==> src/rtl/tmr_pkg.sv <==
package tmr_pkg;
    localparam int CNT_W  = 16;
    localparam int ADDR_W = 3;
    localparam int DATA_W = 32;
    localparam int SEL_W  = 3;

    localparam logic [ADDR_W-1:0] A_CMD   = 3'd0;
    localparam logic [ADDR_W-1:0] A_MODE  = 3'd1;
    localparam logic [ADDR_W-1:0] A_LIMIT = 3'd2;
    localparam logic [ADDR_W-1:0] A_COUNT = 3'd3;
    localparam logic [ADDR_W-1:0] A_STAT  = 3'd4;
    localparam logic [ADDR_W-1:0] A_IEN   = 3'd5;
    localparam logic [ADDR_W-1:0] A_IDIS  = 3'd6;
    localparam logic [ADDR_W-1:0] A_IMASK = 3'd7;

    localparam int CMD_ON_BIT   = 0;
    localparam int CMD_OFF_BIT  = 1;
    localparam int CMD_TRIG_BIT = 2;
    localparam int MODE_TRG_BIT = 14;
    localparam int ST_CMP_BIT   = 4;
    localparam int ST_RUN_BIT   = 16;

    typedef struct packed {
        logic [SEL_W-1:0] sel;
        logic             trig_en;
        logic [CNT_W-1:0] limit;
        logic             flag;
        logic             mask;
    } regs_t;

    typedef struct packed {
        logic [CNT_W-1:0] cnt;
        logic             run;
    } core_t;
endpackage

==> src/rtl/tmr_prescale.sv <==
module tmr_prescale
    import tmr_pkg::*;
#(
    parameter int DIV_W = 10
) (
    input  logic             clk,
    input  logic             rst_n,
    input  logic [SEL_W-1:0] sel,
    output logic             tick
);
    localparam int MAXK = DIV_W;

    logic [DIV_W-1:0] div_d, div_q;
    logic [DIV_W-1:0] low_mask;

    function automatic int sel_bits(input logic [SEL_W-1:0] s);
        int k;
        case (s)
            3'd0:    k = 1;
            3'd1:    k = 3;
            3'd2:    k = 5;
            3'd3:    k = 7;
            default: k = 10;
        endcase
        if (k > MAXK) k = MAXK;
        return k;
    endfunction

    always_comb begin
        div_d    = div_q + 1'b1;
        low_mask = '0;
        for (int i = 0; i < DIV_W; i++) begin
            if (i < sel_bits(sel)) low_mask[i] = 1'b1;
        end
        tick = &(div_q | ~low_mask);
    end

    always_ff @(posedge clk or negedge rst_n) begin
        if (!rst_n) div_q <= '0;
        else        div_q <= div_d;
    end

    AST_TICK_PULSE: assert property (@(posedge clk) disable iff (!rst_n)
        tick |=> !tick);
endmodule

==> src/rtl/tmr_core.sv <==
module tmr_core
    import tmr_pkg::*;
(
    input  logic             clk,
    input  logic             rst_n,
    input  logic             tick,
    input  logic             cmd_on,
    input  logic             cmd_off,
    input  logic             cmd_trig,
    input  logic             trig_en,
    input  logic [CNT_W-1:0] limit,
    output logic [CNT_W-1:0] count,
    output logic             running,
    output logic             match
);
    core_t d, q;

    always_comb begin
        d     = q;
        match = q.run && tick && (q.cnt == limit);
        if (cmd_trig || cmd_off || cmd_on) begin
            if (cmd_trig) d.cnt = '0;
            if (cmd_off)  d.run = 1'b0;
            else          d.run = 1'b1;
        end else if (q.run && tick) begin
            if (match && trig_en) d.cnt = '0;
            else                  d.cnt = q.cnt + 1'b1;
        end
        count   = q.cnt;
        running = q.run;
    end

    always_ff @(posedge clk or negedge rst_n) begin
        if (!rst_n) q <= '0;
        else        q <= d;
    end

    AST_TRIG_ZERO: assert property (@(posedge clk) disable iff (!rst_n)
        cmd_trig |=> (count == '0));
    AST_OFF_WINS: assert property (@(posedge clk) disable iff (!rst_n)
        cmd_off |=> !running);
    AST_HOLD_STOPPED: assert property (@(posedge clk) disable iff (!rst_n)
        (!running && !cmd_trig) |=> $stable(count));
    AST_WRAP_ZERO: assert property (@(posedge clk) disable iff (!rst_n)
        (match && trig_en && !cmd_on && !cmd_off && !cmd_trig) |=> (count == '0 && running));
endmodule

==> src/rtl/tmr_chan.sv <==
module tmr_chan
    import tmr_pkg::*;
#(
    parameter int DIV_W = 10
) (
    input  logic              clk,
    input  logic              rst_n,
    input  logic              wr_en,
    input  logic              rd_en,
    input  logic [ADDR_W-1:0] addr,
    input  logic [DATA_W-1:0] wdata,
    output logic [DATA_W-1:0] rdata,
    output logic              irq
);
    regs_t d, q;

    logic             wr_cmd, cmd_on, cmd_off, cmd_trig, tick, match, running;
    logic [CNT_W-1:0] count;
    logic             unused_wdata;

    assign unused_wdata = ^wdata;

    always_comb begin
        wr_cmd   = wr_en && (addr == A_CMD);
        cmd_on   = wr_cmd && wdata[CMD_ON_BIT];
        cmd_off  = wr_cmd && wdata[CMD_OFF_BIT];
        cmd_trig = wr_cmd && wdata[CMD_TRIG_BIT];
    end

    tmr_prescale #(.DIV_W(DIV_W)) u_pre (
        .clk  (clk),
        .rst_n(rst_n),
        .sel  (q.sel),
        .tick (tick)
    );

    tmr_core u_core (
        .clk     (clk),
        .rst_n   (rst_n),
        .tick    (tick),
        .cmd_on  (cmd_on),
        .cmd_off (cmd_off),
        .cmd_trig(cmd_trig),
        .trig_en (q.trig_en),
        .limit   (q.limit),
        .count   (count),
        .running (running),
        .match   (match)
    );

    always_comb begin
        d = q;
        if (wr_en) begin
            case (addr)
                A_MODE: begin
                    d.sel     = wdata[SEL_W-1:0];
                    d.trig_en = wdata[MODE_TRG_BIT];
                end
                A_LIMIT: d.limit = wdata[CNT_W-1:0];
                A_IEN:   if (wdata[ST_CMP_BIT]) d.mask = 1'b1;
                A_IDIS:  if (wdata[ST_CMP_BIT]) d.mask = 1'b0;
                default: ;
            endcase
        end
        if (match)                             d.flag = 1'b1;
        else if (rd_en && (addr == A_STAT))    d.flag = 1'b0;
    end

    always_comb begin
        rdata = '0;
        case (addr)
            A_MODE: begin
                rdata[SEL_W-1:0]    = q.sel;
                rdata[MODE_TRG_BIT] = q.trig_en;
            end
            A_LIMIT: rdata[CNT_W-1:0] = q.limit;
            A_COUNT: rdata[CNT_W-1:0] = count;
            A_STAT: begin
                rdata[ST_CMP_BIT] = q.flag;
                rdata[ST_RUN_BIT] = running;
            end
            A_IMASK: rdata[ST_CMP_BIT] = q.mask;
            default: ;
        endcase
        irq = q.flag && q.mask;
    end

    always_ff @(posedge clk or negedge rst_n) begin
        if (!rst_n) q <= '0;
        else        q <= d;
    end

    AST_CMD_READS_ZERO: assert property (@(posedge clk) disable iff (!rst_n)
        (rd_en && addr == A_CMD) |-> (rdata == '0));
    AST_FLAG_ON_MATCH: assert property (@(posedge clk) disable iff (!rst_n)
        match |=> q.flag);
    AST_IRQ_MASKED: assert property (@(posedge clk) disable iff (!rst_n)
        !q.mask |-> !irq);
    AST_IEN_SETS: assert property (@(posedge clk) disable iff (!rst_n)
        (wr_en && addr == A_IEN && wdata[ST_CMP_BIT]) |=> q.mask);
    AST_RUN_BIT: assert property (@(posedge clk) disable iff (!rst_n)
        (rd_en && addr == A_STAT) |-> (rdata[ST_RUN_BIT] == running));
endmodule

==> config.mk <==
export PLATFORM = sky130hd
export DESIGN_NAME = tmr_chan
export DESIGN_NICKNAME = d
export VERILOG_FILES = /design/src/rtl/tmr_pkg.sv /design/src/rtl/tmr_prescale.sv /design/src/rtl/tmr_core.sv /design/src/rtl/tmr_chan.sv
export SDC_FILE = /design/constraint.sdc
export NUM_CORES = 1
export LEC_CHECK = 0
export BUFFER_PORTS_ARGS = -buffer_cell sky130_fd_sc_hd__buf_2
export CAP_MARGIN = 20
export CORE_ASPECT_RATIO = 2
export CORE_UTILIZATION = 36
export DETAILED_ROUTE_END_ITERATION = 16
export GPL_TIMING_DRIVEN = 0
export SLEW_MARGIN = 5
export SYNTH_ARGS = -nofsm -noshare
export SYNTH_HDL_FRONTEND = slang
export SYNTH_HIERARCHICAL = 1
export SYNTH_SLANG_ARGS = --single-unit
==> constraint.sdc <==
create_clock -name clk -period 3.05 [get_ports clk]
set_input_delay 0.1525 -clock clk [delete_from_list [all_inputs] [get_ports clk]]
set_output_delay 0.1525 -clock clk [all_outputs]
set_load 0.005 [all_outputs]
==> results of run 1 <==
[layout make-up]
| cell class | instances | share of cell area, % |
|---|---|---|
| Buffer | 27 | 5.219 |
| Clock buffer | 7 | 4.132 |
| Clock inverter | 1 | 0.8699 |
| Inverter | 8 | 0.8699 |
| Multi-Input combinational cell | 213 | 43.46 |
| Sequential cell | 49 | 35.52 |
| Tap cell | 94 | 3.407 |
| Timing Repair Buffer | 41 | 6.524 |
[cell usage after synthesis (all sizes together), types with 2 or more instances]
| master | count |
|---|---|
| and2 | 4 |
| buf | 21 |
| o21ai | 2 |
| a21oi | 2 |
| a22oi | 4 |
| clkbuf | 6 |
| nor3 | 5 |
| inv | 8 |
| and3 | 7 |
| mux2 | 25 |
| nor3b | 3 |
| xnor2 | 23 |
| and4 | 2 |
| o2111ai | 2 |
| nor2 | 38 |
| nand2b | 2 |
| mux2i | 11 |
| nand2 | 11 |
| xor2 | 12 |
| ha | 2 |
| nand3 | 14 |
| nand4 | 6 |
| dfrtp | 49 |
| o22ai | 2 |
| nor4 | 5 |
| or3 | 2 |
[worst max-delay path, stage by stage, from the launching register on]
cell and delay [ns]:
dfrtp_1 0.46, a21boi_1 0.12, nor4_1 0.28, a22o_1 0.21
nand2_1 0.08, o21bai_1 0.15, or4_4 0.55, o31ai_4 0.37
buf_6 0.20, nor2_1 0.06
[sequential cells by signal (all words and copies together) (netlist names)]
register        cells
q                  22
u_core/count       16
u_core/running      1
u_pre/div_q        10
[through the flow]
step | area [µm²] | total power, mW | setup WS, ns
final | 3452 | 1.907 | 0.4584
after global routing | 3452 | 2.011 | 0.2871
after detailed placement | 3269 | 1.277 | 0.3970
after CTS | 3452 | 1.927 | 0.4574
after global placement | 3249 | 1.265 | 0.4282
after floorplan | 2937 | 1.131 | 0.7443
[final timing paths]
path	from	to	depth (start not counted)
hold reg to reg	u_pre/div_q[9]	u_pre/div_q[9]	1
setup reg to reg	u_pre/div_q[2]	u_core/count[3]	9
max in group asynchronous	rst_n	q[1]	3
min in group asynchronous	rst_n	q[3]	2
hold / removal	wdata[6]	q[8]	2
setup / recovery	u_pre/div_q[2]	u_core/count[3]	9
[power by group]
| group | internal, mW | leakage [nW] | switching, mW | total, mW |
|---|---|---|---|---|
| clock network | 0.410 | 0.0841 | 0.233 | 0.643 |
| registers | 0.744 | 0.621 | 0.115 | 0.858 |
| logic | 0.216 | 0.919 | 0.189 | 0.406 |
| total | 1.37 | 1.62 | 0.537 | 1.91 |
[metal layers]
layer,track usage [%],wire length (µm),up-vias
li1,-,-,1074
met1,17.96,2293,1063
met2,36.02,4226,49
met3,2.482,225,10
met4,8.184,175,0
met5,0,0,-
[cell usage in the layout, fill, tap and decap left out, drive strengths merged, types with 2 or more instances in the layout]
master / instances
buf: 61
dfrtp: 49
nor2: 38
mux2: 25
xnor2: 23
conb: 15
nand3: 14
clkbuf: 13
xor2: 12
mux2i: 11
nand2: 11
inv: 8
and3: 7
nand4: 6
nor3: 5
nor4: 5
a22oi: 4
and2: 4
nor3b: 3
o21ai: 2
a21oi: 2
o22ai: 2
o2111ai: 2
or3: 2
ha: 2
nand2b: 2
and4: 2
[cell families (layout without fill, tap and decap cells)]
kind of cell               Yosys count  after routing  synth area share, %
AOI/OAI and AO/OA                   22             22                6.075
xor gates and xnor gates            35             35                10.63
adders and majority gates            2              2               0.8675
buffers and inverters               35             84                7.288
DFF                                 49             49                42.52
muxes                               36             36                13.58
other                                1             15               0.1300
and+or+nand+nor                    103            103                18.92
==> qor.txt, run 1 <==
postcts setup bufs - 0
#FFs+latches synth - 49
die area - 8395 µm²
GPL Wtd Cong - 0.8328
share of cells above drive strength 1 - 29.19%
Setup-failing EPs final - 0
fmax - 0.3859 GHz
area of the core - 7657 µm²
Resized cells post-CTS - 0
Tcrit/Tclk final - 84.97%
initial antenna violation count - 0
global-route wire length before repair - 11400 µm
io pins - 72
total grt overflow - 0
Hold Slack - 0.08936 ns
Worst EP required - 3.23 ns
Post-synth EDFFs - 0
Hold Path Class - in2reg
VDD IR max - 0.4403 mV
setup_tns - 0 ns
share of the synthesized area in the top cell type - 42.52%
Multi-input gate area - 1500 µm²
status - completed
pin slew with the least headroom to its limit - 0.6067 ns
RSZ-0062 raised after global routing - no
iteration count of the initial detailed-routing pass - 4
Vias/cell - 4.991
Clock transition at path regs - 0.06 ns
power density over the cells - 552.4 nW/µm²
final wirelength - 6920 µm
Reg area - 1226 µm²
minimum clock period - 2.592 ns
post-route ant nets - 0
ys async rst share - 100.0%
H-tree level count - 2
Max Cap Viol - 0
Synth area leader - dfrtp_1
Unique masters post-synth - 47
ys flop type - dfrtp_1
Clock Skew - 0.007332 ns
CTS root buf - clkbuf_16
fin nets - 386
vias in the first global route - 2263
Slew HR - 59.51%
Die W - 65.29 µm
CP endpoint kind - register
IO buf count - 39
number of cells after detailed placement - 431
CTS buffer count - 5
Pleak - 1.624 nW
CTS tree - done
Cell Area, Synth - 2884 µm²
n_diodes - 0
via count - 2196
Hold Buf Count CTS - 1
clk_lat worst skew - 0.29 ns
Tot GR Track Use - 18.29%
Initial Utilization - 37.66%
Util after Layout - 45.08%
Non-Filler Instances - 440
Filler Cells Inserted - 780
CTS max path bufs - 2
Avg Cell Area, Syn - 10.19 µm²
largest net degree at the start of global routing - 32
row count - 45
Max Slew Vio Count - 0
routed len/inst - 15.73 µm
CP Max Fanout - 10
Layout area overhead - 19.70%
Synth Warn # - 6
crit path launch type - register
crit path kind - reg2reg
largest cells by area after synthesis - dfrtp_1, mux2_2, xnor2_1, nor2_1, buf_4
DR iter-0 viols - 62
Final Hold Viols - 0
Reg2Reg Setup Slack - 0.46 ns
clk sinks - 49
Die Y - 128.6 µm
Cells after Synth - 283
DRC violations left - 0
crit path DAT - 2.77 ns
sequential element share of the synthesized area - 42.52%
HPWL Detailed - 5451 µm
(Power assumes the default switching activity.)
==> inputs of run 2 (changes only) <==
clock period = 2.5 ns   (was 3.05 ns; I/O delays follow)
==> run 2 against run 1 <==
  * Worst setup slack got worse by 0.39 ns
  * Maximum frequency increased by 6.6%
  * Via count increased by 1.1%
  * Sequential power increased by 22%
  * Cell count unchanged
==> qor.txt, run 2 (same netlist as run 1, synthesis figures left out) <==
status - completed
Max Slew Vio Count - 0 (unchanged)
pin slew with the least headroom to its limit - 0.5592 ns (-0.04757 ns)
critical-path cell list - a21boi_1 -> nor4_1 -> a22o_1 -> nand2_1 -> o21bai_1 -> or4_4 -> o31ai_4 -> buf_6 -> nor2_1
initial antenna violation count - 0 (unchanged)
final wirelength - 6926 µm (about the same)
Clock Skew - 0.007904 ns (+0.0005718 ns)
CP max-delay cell - or4_4
CTS buffer count - 5 (unchanged)
Die Y - 128.6 µm (unchanged)
DRC violations left - 0 (unchanged)
Non-Filler Instances - 440 (unchanged)
Setup-failing EPs final - 0 (unchanged)
Hold Path Class - in2reg
n_diodes - 0 (unchanged)
CP endpoint kind - register
post-route ant nets - 0 (unchanged)
Slew HR - 62.72% (+3.2 points)
Area after DPL - 3269 µm² (unchanged)
CP bufs+invs - 1 (unchanged)
Initial Utilization - 37.66% (unchanged)
largest net degree at the start of global routing - 32 (unchanged)
R2R Path Start - q[19]
Largest stage delay, worst path - 0.56 ns (about the same)
CTS max path bufs - 2 (unchanged)
most frequent cells in the layout - dfrtp_1, buf_2, nor2_1, mux2_2, xnor2_1
via count - 2221 (+1.1%)
Clock transition at path regs - 0.06 ns (about the same)
number of cells after detailed placement - 431 (unchanged)
power density over the cells - 672.1 nW/µm² (+22%)
Die W - 65.29 µm (unchanged)
CP Max Fanout - 10 (unchanged)
crit path launch type - register
Tcrit/Tclk final - 97.22% (+12 points)
GPL Wtd Cong - 0.8328 (unchanged)
crit path DAT - 2.61 ns (-0.16 ns)
VDD IR max - 0.5188 mV (+18%)
iteration count of the initial detailed-routing pass - 4 (unchanged)
row count - 45 (unchanged)
vias in the first global route - 2274 (+0.49%)
max FFs per register - 22 (unchanged)
Largest Register - q
Tot GR Track Use - 18.32% (+0.036 points)
routed len/inst - 15.74 µm (about the same)
Pleak - 1.625 nW (about the same)
H-tree level count - 2 (unchanged)
IO buf count - 39 (unchanged)
Final Hold Viols - 0 (unchanged)
minimum clock period - 2.431 ns (-0.1610 ns)
CTS tree - done
area of the core - 7657 µm² (unchanged)
critical path launch point - q[19]
CTS root buf - clkbuf_16
share of cells above drive strength 1 - 30.92% (+1.7 points)
crit path kind - reg2reg
global-route wire length before repair - 11420 µm (+0.18%)
Hold Startpoint - wdata[6]
Vias/cell - 5.048 (+1.1%)
commonest non-fill, non-tap cell in the layout - dfrtp_1
die area - 8395 µm² (unchanged)
DR iter-0 viols - 59 (-4.8%)
Worst EP required - 2.68 ns (-0.55 ns)
Layout area overhead - 20.43%
io pins - 72 (unchanged)
clk sinks - 49 (unchanged)
fmax - 0.4114 GHz (+6.6%)
clk_lat worst skew - 0.29 ns (about the same)
Util after Layout - 45.36% (+0.28 points)
HPWL Detailed - 5451 µm (unchanged)
RSZ-0062 raised after global routing - yes
fin nets - 386 (unchanged)
final instance area - 3473 µm² (+0.62%)
Max Cap Viol - 0 (unchanged)
setup_tns - 0 ns (unchanged)
Crit path max-delay family - simple AND/OR/NAND/NOR gates
total grt overflow - 0 (unchanged)
## run 2: cell count changes in the layout (fill, tap and decap cells not counted), sizes merged
cell	change
buf	+1
clkbuf	-1
## run 2: power breakdown
group	switching [mW]	internal [mW]
Combinational	0.234	0.264
Sequential	0.141	0.907
Clock	0.289	0.500
Total	0.664	1.67
## run 2: final timing paths
path / end / slack [ns] / depth (start not counted)
max: u_core/count[3] / 0.07 / 9
min: q[8] / 0.06 / 2
max reg2reg: u_core/count[3] / 0.07 / 9
min reg2reg: u_pre/div_q[9] / 0.47 / 1
max in group asynchronous: u_pre/div_q[2] / 1.66 / 3
min in group asynchronous: q[3] / 0.31 / 2
## run 2: layout make-up
type	count	area, µm²
Fill cell	785	4184
Multi-Input combinational cell	213	1515
Sequential cell	49	1229
Timing Repair Buffer	42	232.7
Buffer	26	176.4
Clock buffer	7	142.6
Tap cell	94	117.6
Clock inverter	1	30.03
Inverter	8	30.03
## run 2: repair_timing
| item | CTS | global route |
|---|---|---|
| gates resized for setup | 0 | 5 |
| cloned | 0 | 0 |
| buffers inserted | 1 | 0 |
| pin swaps | 1 | 0 |
| endpoints found under the hold margin | 18 | 0 |
| setup endpoints to repair | 10 | 17 |
| hold buffers | 1 | 0 |
## run 2: stage by stage
step | hold WS [ns] | power, mW | setup slack, ns
floorplan | -0.1706 | 1.379 | 0.1943
finish | 0.06140 | 2.335 | 0.06943
detailed placement | 0.1051 | 1.558 | -0.1255
global route | 0.06457 | 2.459 | -0.02050
global placement | 0.3593 | 1.543 | -0.09426
CTS | 0.06131 | 2.352 | 0.01281
## run 2: routing by layer
metal  vias to the layer above  track usage, %  routed length [µm]
li1                       1070               -                   -
met1                      1082           17.96                2220
met2                        61           36.14                4273
met3                         8           2.482                 270
met4                         0           8.184                 161
met5                         -               0                   0
==> inputs of run 3 (changes only) <==
ABC_AREA = 1   (was not set)
==> run 3 against run 2 <==
  * Final area is 8.3% higher
  * Maximum frequency is 11% higher
  * Worst setup slack better by 0.25 ns
  * Via count is 35% higher
  * Total power is 11% higher
  * Non-clock buffer count is 4 lower
  * Register-to-register slack better by 0.25 ns
  * Synthesized cell count is 63% higher
  * Core utilization is 1.6 points lower
  * Clock power is 0.5% lower
  * Critical path depth is 4 higher
  * Combinational power is 38% higher
  * Critical endpoint is now u_core/count[13]
  * Largest cell class unchanged
  * Largest power group unchanged
==> qor.txt, run 3 <==
Initial Utilization - 37.16% (-0.50 points)
global-route wire length before repair - 12780 µm (+12%)
total grt overflow - 0 (unchanged)
Cell Area, Synth - 3192 µm² (+11%)
ys async rst share - 100.0% (unchanged)
largest cells by area after synthesis - dfrtp_1, nand2_1, inv_1, buf_4, nand3_1
GPL Wtd Cong - 0.8761 (+5.2%)
commonest non-fill, non-tap cell in the layout - nand2_1
pin slew with the least headroom to its limit - 0.5407 ns (-0.01844 ns)
Post-synth EDFFs - 0 (unchanged)
Hold Path Class - in2reg
die area - 9269 µm² (+10%)
ranking of synthesized cells by instance count - nand2_1, dfrtp_1, inv_1, nor2_1, nand3_1
Synth area leader - dfrtp_1
share of the synthesized area in the top cell type - 38.42% (-4.1 points)
Avg Cell Area, Syn - 6.909 µm² (-32%)
Layout area overhead - 17.84%
Clock transition at path regs - 0.07 ns (about the same)
Switching Fraction - 35.24% (+6.8 points)
HPWL Detailed - 6287 µm (+15%)
Final Hold Viols - 0 (unchanged)
power density over the cells - 688.9 nW/µm² (+2.5%)
CTS tree - done
power share of the clock group - 30.3% (-3.5 points)
share of cells above drive strength 1 - 18.70% (-12 points)
sequential element share of the synthesized area - 38.42% (-4.1 points)
Internal - 1.678 mW (+0.41%)
Vias/cell - 4.798 (-4.9%)
fmax - 0.4579 GHz (+11%)
Setup-failing EPs final - 0 (unchanged)
CTS max path bufs - 2 (unchanged)
setup_tns - 0 ns (unchanged)
CP endpoint kind - register
Die W - 68.58 µm (+5.0%)
Synth Warn # - 6 (unchanged)
crit path DAT - 2.35 ns (-0.26 ns)
top-count cell post-synth - nand2_1
sequential share of power - 43.2% (-1.7 points)
Tot GR Track Use - 18.85% (+0.53 points)
Max Slew Vio Count - 0 (unchanged)
row count - 48 (+6.7%)
postcts setup bufs - 0 (-1)
Hold Slack - 0.02488 ns (-0.03652 ns)
CTS root buf - clkbuf_16
final wirelength - 7910 µm (+14%)
iteration count of the initial detailed-routing pass - 4 (unchanged)
DRC violations left - 0 (unchanged)
Multi-input gate area - 1629 µm² (+7.5%)
Max Cap Viol - 0 (unchanged)
RSZ-0062 raised after global routing - no
Die Y - 135.2 µm (+5.1%)
sw power - 0.9132 mW (+38%)
CTS buffer count - 5 (unchanged)
Largest Register - q
initial antenna violation count - 0 (unchanged)
post-route ant nets - 0 (unchanged)
Reg area - 1226 µm² (-0.20%)
Hold Buf Count CTS - 0 (-1)
Worst EP required - 2.67 ns (about the same)
crit path kind - reg2reg
vias in the first global route - 2799 (+23%)
fin nets - 564 (+46%)
area of the core - 8588 µm² (+12%)
DR iter-0 viols - 101 (+71%)
IO buf count - 38 (-2.6%)
clk_lat worst skew - 0.30 ns (about the same)
max FFs per register - 22 (unchanged)
VDD IR max - 0.3452 mV (-33%)
n_diodes - 0 (unchanged)
most frequent cells in the layout - nand2_1, inv_1, dfrtp_1, buf_2, nor2_1
Clock Skew - 0.007787 ns (-0.0001170 ns)
Tcrit/Tclk final - 87.35% (-9.9 points)
Slew HR - 63.62% (+0.90 points)
Unique masters post-synth - 36 (-23%)
Pleak - 2.067 nW (+27%)
Cells after Synth - 462 (+63%)
minimum clock period - 2.184 ns (-0.2469 ns)
Resized cells post-CTS - 0 (unchanged)
io pins - 72 (unchanged)
crit path launch type - register
clk sinks - 49 (unchanged)
via count - 2994 (+35%)
CP Max Fanout - 10 (unchanged)
share of power burned in combinational logic - 26.5% (+5.2 points)
Filler Cells Inserted - 910 (+16%)
ys flop type - dfrtp_1
routed len/inst - 12.68 µm (-19%)
#FFs+latches synth - 49 (unchanged)
largest net degree at the start of global routing - 50 (+56%)
status - completed
H-tree level count - 2 (unchanged)
==> run 3: cell types whose count changed in the layout (fill, tap and decap cells not counted), sizes merged, moves of 6 or more <==
cell    change
mux2i      -11
mux2       -25
clkbuf      -7
and3        -6
inv        +45
nand4       +6
nand3      +11
nand2     +190
a21oi      +15
xnor2      -20
==> run 3: area by class of cell <==
type	count	area share [%]
clock buffer	5	3.327
sequential	49	32.60
buffer	24	4.990
timing repair buffer	40	5.855
inverter	53	5.356
tap	100	3.327
clock inverter	3	1.231
multi-input combinational	350	43.31
==> run 3: cell families after synthesis <==
group	Yosys count	share of synthesized area, %
AND/OR/NAND/NOR	293	40.06
buffers and inverters	77	12.19
flip-flops	49	38.42
AO/OA/AOI/OAI	29	5.410
XOR/XNOR	11	3.019
adder cells (fa/ha/maj)	2	0.7839
other	1	0.1175
==> run 3: worst paths after layout <==
path                                startpoint               end  slack (ns)  depth (start not counted)
worst max-delay path            u_pre/div_q[2]  u_core/count[13]        0.32                         13
worst min-delay path                  wdata[5]              q[7]        0.02                          3
min in group asynchronous                rst_n             q[18]        0.24                          2
worst max register to register  u_pre/div_q[2]  u_core/count[13]        0.32                         13
worst min register to register  u_pre/div_q[5]    u_pre/div_q[5]        0.49                          1
max in group asynchronous                rst_n              q[5]        1.75                          3
==> run 3: stage by stage <==
stage,std cells,setup WS (ns),area (µm²),util (%),power (mW)
finish,624,0.3163,3761,43.79,2.591
global route,624,0.1403,3761,43.79,2.775
CTS,622,0.2879,3731,43.44,2.606
detailed placement,614,0.3176,3560,41.45,1.813
global placement,614,0.3168,3560,41.45,1.799
floorplan,476,0.7823,3244,-,1.581
==> run 3: critical path, cell delays in order (launching register included) <==
cell and delay (ns):
dfrtp_1 0.45, nand2_1 0.11, nor2_2 0.15, nand2_1 0.07, nand2_1 0.05, nand2_1 0.05, inv_1 0.05, nand2_1 0.09
inv_1 0.14, nand2_1 0.07, nand2_1 0.17, buf_2 0.28, buf_2 0.28, a21oi_1 0.10
==> run 3: power groups by stage <==
stage               clock network, mW  logic [mW]  registers (mW)
detailed placement                  0       0.685            1.13
CTS                             0.801       0.684            1.12
floorplan                           0       0.508            1.07
global placement                    0       0.669            1.13
global route                    0.836       0.789            1.15
finish                          0.785       0.686            1.12
==> run 3: layer usage <==
| layer | GRT usage [%] | wire (µm) | vias up |
|---|---|---|---|
| li1 | - | - | 1532 |
| met1 | 19.51 | 2963 | 1366 |
| met2 | 34.15 | 4357 | 74 |
| met3 | 3.114 | 275 | 22 |
| met4 | 10.07 | 312 | 0 |
| met5 | 0 | 0 | - |
